`config.mk`:
```
export PLATFORM = sky130hd
export DESIGN_NAME = priv_ring_gate
export DESIGN_NICKNAME = d
export VERILOG_FILES = /design/src/rtl/priv_gate_pkg.sv /design/src/rtl/pg_selector_pair.sv /design/src/rtl/pg_class_check.sv /design/src/rtl/priv_ring_gate.sv
export SDC_FILE = /design/constraint.sdc
export NUM_CORES = 1
export LEC_CHECK = 0
export CORE_ASPECT_RATIO = 1.4
export CORE_MARGIN = 2
export CORE_UTILIZATION = 38
export DETAILED_ROUTE_END_ITERATION = 7
export GPL_TIMING_DRIVEN = 0
export PLACE_DENSITY = 0.79
export SYNTH_ARGS = -nofsm -noshare
export SYNTH_HDL_FRONTEND = slang
export SYNTH_SLANG_ARGS = --single-unit
```
`constraint.sdc`:
```
create_clock -name clk -period 1.05 [get_ports clk]
set_input_delay 0.21 -clock clk [delete_from_list [all_inputs] [get_ports clk]]
set_output_delay 0.21 -clock clk [all_outputs]
set_load 0.1 [all_outputs]
```
`src/rtl/priv_gate_pkg.sv`:
```
package priv_gate_pkg;
    localparam int LEVELS = 4;
    typedef logic [1:0] level_t;

    // Minimum required level for class c out of n classes:
    // classes are split into four equal groups, lowest group least privileged.
    function automatic level_t req_level(input int c, input int n);
        int grp;
        grp = (c * LEVELS) / n;
        return level_t'(LEVELS - 1 - grp);
    endfunction
endpackage

```
`src/rtl/pg_selector_pair.sv`:
```
module pg_selector_pair
    import priv_gate_pkg::*;
#(
    parameter int SEL_W = 16
) (
    input  logic             clk,
    input  logic             rst,
    input  logic             enter,
    input  logic             ret,
    input  level_t           ret_level,
    input  logic             wr_en,
    input  logic             wr_target,
    input  logic [SEL_W-1:0] wr_data,
    output logic [SEL_W-1:0] code_sel,
    output logic [SEL_W-1:0] stack_sel,
    output level_t           level,
    output logic             wr_mismatch
);
    localparam int HI_W = SEL_W - 2;

    logic [HI_W-1:0] code_hi, stack_hi;
    level_t          code_lvl, stack_lvl;

    always_ff @(posedge clk) begin
        if (rst) begin
            code_hi   <= '0;
            stack_hi  <= '0;
            code_lvl  <= '0;
            stack_lvl <= '0;
        end else begin
            if (wr_en && wr_target)  code_hi  <= wr_data[SEL_W-1:2];
            if (wr_en && !wr_target) stack_hi <= wr_data[SEL_W-1:2];
            if (enter) begin
                code_lvl  <= '0;
                stack_lvl <= '0;
            end else if (ret) begin
                code_lvl  <= ret_level;
                stack_lvl <= ret_level;
            end
        end
    end

    assign code_sel    = {code_hi, code_lvl};
    assign stack_sel   = {stack_hi, stack_lvl};
    assign level       = code_lvl;
    assign wr_mismatch = wr_en && (wr_data[1:0] != code_lvl);

    p_copies_equal_r7: assert property (@(posedge clk) disable iff (rst)
        code_sel[1:0] == stack_sel[1:0]);
    p_level_hold_r7: assert property (@(posedge clk) disable iff (rst)
        (!enter && !ret) |=> $stable(level));
    p_enter_zero_r5: assert property (@(posedge clk) disable iff (rst)
        enter |=> (code_sel[1:0] == 2'd0));
    p_return_load_r6: assert property (@(posedge clk) disable iff (rst)
        (ret && !enter) |=> (stack_sel[1:0] == $past(ret_level)));
endmodule

```
`src/rtl/pg_class_check.sv`:
```
module pg_class_check
    import priv_gate_pkg::*;
#(
    parameter int CLASS_W = 3
) (
    input  level_t             level,
    input  logic [CLASS_W-1:0] cls,
    output logic               allowed
);
    localparam int NUM_CLASSES = 1 << CLASS_W;

    logic [NUM_CLASSES-1:0] allow_vec;

    for (genvar c = 0; c < NUM_CLASSES; c++) begin : g_cls
        localparam level_t REQ = req_level(c, NUM_CLASSES);
        assign allow_vec[c] = (level <= REQ);
    end

    assign allowed = allow_vec[cls];

    always_comb begin
        if (level == 2'd0) p_lvl0_all_r4: assert (allowed);
    end
endmodule

```
`src/rtl/priv_ring_gate.sv`:
```
module priv_ring_gate
    import priv_gate_pkg::*;
#(
    parameter int CLASS_W = 3,
    parameter int SEL_W   = 16
) (
    input  logic               clk,
    input  logic               rst,
    input  logic               instr_valid,
    input  logic [CLASS_W-1:0] instr_class,
    input  logic               trap_enter,
    input  logic               trap_return,
    input  logic [1:0]         return_level,
    input  logic               sel_wr_en,
    input  logic               sel_wr_target,
    input  logic [SEL_W-1:0]   sel_wr_data,
    output logic               grant,
    output logic               fault,
    output logic [1:0]         cur_level,
    output logic [SEL_W-1:0]   code_sel,
    output logic [SEL_W-1:0]   stack_sel
);
    level_t level;
    logic   allowed, wr_mismatch;
    logic   grant_q, fault_q;

    pg_selector_pair #(.SEL_W(SEL_W)) sel_i (
        .clk(clk), .rst(rst),
        .enter(trap_enter), .ret(trap_return), .ret_level(return_level),
        .wr_en(sel_wr_en), .wr_target(sel_wr_target), .wr_data(sel_wr_data),
        .code_sel(code_sel), .stack_sel(stack_sel),
        .level(level), .wr_mismatch(wr_mismatch)
    );

    pg_class_check #(.CLASS_W(CLASS_W)) chk_i (
        .level(level), .cls(instr_class), .allowed(allowed)
    );

    always_ff @(posedge clk) begin
        if (rst) begin
            grant_q <= 1'b0;
            fault_q <= 1'b0;
        end else begin
            grant_q <= instr_valid && allowed && !wr_mismatch;
            fault_q <= (instr_valid && !allowed) || wr_mismatch;
        end
    end

    assign grant     = grant_q;
    assign fault     = fault_q;
    assign cur_level = level;

    p_excl_r3: assert property (@(posedge clk) disable iff (rst)
        !(grant && fault));
    p_deny_fault_r3: assert property (@(posedge clk) disable iff (rst)
        (instr_valid && !allowed) |=> (fault && !grant));
    p_idle_quiet_r9: assert property (@(posedge clk) disable iff (rst)
        (!instr_valid && !wr_mismatch) |=> (!grant && !fault));
    p_lvl3_only_low_r4: assert property (@(posedge clk) disable iff (rst)
        (instr_valid && level == 2'd3 && instr_class >= CLASS_W'(2) && !sel_wr_en)
        |=> fault);
endmodule

```
==> results.toml <==
[placed_design]
dp.final_hpwl_um = 2490
placed_cells = 242
dpl-instance-area_mm2 = 0.00190
finalWeightedCongestion = 0.743
pre_cts_slack_ns = -0.759
port_buffers = 62

[logic_synthesis]
yosysWarnings = 0
netlist_top_cells_area = "dfxtp_1 55%, nand2_1 18%, a21oi_1 12%, buf_4 3.8%, mux2i_1 1.7%"
synth_ff_type = "dfxtp_1"
synth_top_area_cell = "dfxtp_1"
synth-seq-cells = 32
synth_edf_count = 0
synth_nets = 171
async_reset_ff_share_pct = 0
syn_inst = 143
synthTopCellsByCount = "57 x nand2_1, 32 x dfxtp_1, 29 x a21oi_1"
yosysUniqueCellTypes = 16
synth_top_area_share_pct = 54.6
syn_area_per_cell_um2 = 8.21
yosysMostFrequentCell = "nand2_1"
synth_area_mm2 = 0.00117
ys_seq_area_share_pct = 54.6

[run_status]
violations = "negative setup slack"
status = "finished with violations"

[critical_path]
worst_setup_path_start_kind = "register"
crit_path_max_fanout = 4
cpMaxStageDelayCell = "dfxtp_4"
crit_required_ns = 1.23
crit_chain = "buf_6 > xor2_1 > o21ai_2 > and4b_1"
crit_type = "register to register"
end_kind = "register"
rrSetupSlack_ns = -0.18
cp.buffers_inverters = 1
critPathTopFamily = "flip-flops"
slowest_delay_ns = 0.39
crit_arrival_ns = 1.40

[grt]
track_usage_pct = 24.5
grt_pass1_vias = 1388
grt_max_degree = 12
antenna_found_initial = 0
grt_overflow = 0
grt_pass1_wl_um = 6420

[layout]
stdcell_count = 255
drive_above_1_share_pct = 44.5
fillCellCount = 158
areaGrowthSynthToFinish_pct = 106
final_area_mm2 = 0.00242
antenna_cells = 0
fin_nets = 245

[power]
p_comb_share_pct = 29.4
peakVddDrop_v = 0.00114
p_switching_mw = 1.16
power_density_mw_per_mm2 = 1420
power_switching_share_pct = 33.8
power.leakage_nw = 0.963
internal_power_mw = 2.27
power_frac_seq_pct = 39.1
clockPowerShare_pct = 31.4

[clocking]
h-tree-depth = 2
cts_tree = "done"
clk_latency_ns = 0.28
cts-root-buf = "clkbuf_8"
clock_sinks = 32
numCtsBuffers = 5
ctsHoldBuffers = 0
clockBufferDepth = 2
clkTransAtPathRegs_ns = 0.07

[timing]
setup_ws_ns = -0.178
slew_headroom_pct = 80.5
worst_pin_slew_ns = 0.292
layout_min_cycle_time_ns = 1.23
rsz0062_at_grt = "true"
drv_slew = 0
finalSetupViolCount = 9
period_share_pct = 117
setup_tns_ns = -0.820
clock.fmax_mhz = 814
skew_ns = 0.000733
hold_viol = 0

[detailed_routing]
dr.pass1.iters = 4
num_vias = 1331
viasPerCell = 5.22
avgRoutedWirePerCell_um = 17.9
postRouteAntennaNets = 0
drc = 0
drt-total-wl_um = 4550
drtIter0Drc = 51

[floorplan]
start_util_pct = 40.4
die_w_um = 51.0
die-area_mm2 = 0.00356
core-area_mm2 = 0.00291
std_cell_rows = 23
die_h_um = 69.8
ioPinCount = 64

[worst_hold_path]
hp-class = "register to register"

[job]
maxCapViolations = 0
-- flip-flops by register name, indices dropped and copies added (netlist names) --
name and count:
fault 1, grant 1, sel_i.code_hi 14, sel_i.stack_hi 14
sel_i.stack_lvl 2
-- power groups by stage --
stage / logic [mW] / registers [mW] / clock network, mW
6_report: 1.01 / 1.34 / 1.08
5_1_grt: 1.04 / 1.35 / 1.15
4_1_cts: 0.935 / 1.33 / 1.09
3_5_place_dp: 0.833 / 1.34 / 0
3_3_place_gp: 0.824 / 1.33 / 0
2_1_floorplan: 0.164 / 1.74 / 0
-- path summary, 6_finish.rpt --
path | startpoint | to | cells past startpoint
worst max-delay path | sel_i.stack_lvl[0]$_SDFFE_PP0P_ | grant$_SDFF_PP0_ | 4
worst min-delay path | sel_i.code_hi[1]$_SDFFE_PP0P_ | sel_i.code_hi[1]$_SDFFE_PP0P_ | 2
worst max register to register | sel_i.stack_lvl[0]$_SDFFE_PP0P_ | grant$_SDFF_PP0_ | 4
worst min register to register | sel_i.code_hi[1]$_SDFFE_PP0P_ | sel_i.code_hi[1]$_SDFFE_PP0P_ | 2
-- layer usage --
metal | wire length [µm] | vias up | share of wire (%) | track usage, %
met2 | 2520 | 69 | 55 | 46.3
met3 | 311 | 17 | 6.8 | 6.68
met1 | 1510 | 634 | 33 | 21.2
met4 | 211 | 0 | 4.6 | 15.6
met5 | 0 | - | 0 | 0
li1 | - | 611 | - | -
-- cells by family (layout without fill, tap and decap cells) --
kind of cell | Yosys count | in the layout | share of synthesized area [%]
AND/OR/NAND/NOR | 63 | 63 | 22.0
buffers and inverters | 11 | 86 | 5.65
XOR/XNOR | 2 | 2 | 1.49
AO/OA/AOI/OAI | 33 | 33 | 14.6
multiplexers | 2 | 2 | 1.71
flip-flops | 32 | 32 | 54.6
-- tightest hold or removal path, cell delays in order, from the launching register on --
cell,delay (ns)
dfxtp_2,0.33
nand2_1,0.05
a21oi_1,0.05
-- area by class of cell --
| class | instances | area, µm² | area share [%] |
|---|---|---|---|
| buffer | 11 | 90.1 | 3.73 |
| clock buffer | 6 | 93.8 | 3.88 |
| clock inverter | 2 | 12.5 | 0.518 |
| multi-input combinational | 100 | 479 | 19.8 |
| sequential | 32 | 686 | 28.4 |
| tap | 37 | 46.3 | 1.92 |
| timing repair buffer | 67 | 1010 | 41.8 |
-- cells in the final DEF, fill, tap and decap left out, types with 2 or more instances in the layout --
| cell | n |
|---|---|
| dfxtp_2 | 30 |
| dlygate4sd2_1 | 2 |
| nand2_1 | 57 |
| clkbuf_2 | 3 |
| a21oi_1 | 29 |
| mux2i_1 | 2 |
| clkbuf_8 | 5 |
| dfxtp_4 | 2 |
| buf_12 | 34 |
| clkdlybuf4s50_1 | 24 |
| buf_4 | 6 |
| nor3_1 | 2 |
| buf_6 | 7 |
-- through the flow --
| step | util (%) | hold WS, ns | power [mW] |
|---|---|---|---|
| after floorplan | - | 0.277 | 1.91 |
| after CTS | 78.6 | 0.455 | 3.36 |
| after detailed placement | 65.4 | 0.445 | 2.17 |
| after global placement | 65.4 | 0.439 | 2.16 |
| after global routing | 83.2 | 0.498 | 3.54 |
| final | 83.2 | 0.478 | 3.43 |
-- timing repair --
action	in CTS	in global routing
pin swaps	1	3
setup endpoints to repair	66	36
setup buffers	3	2
resized for setup	308	25
Power figures use the tool's default switching activity.
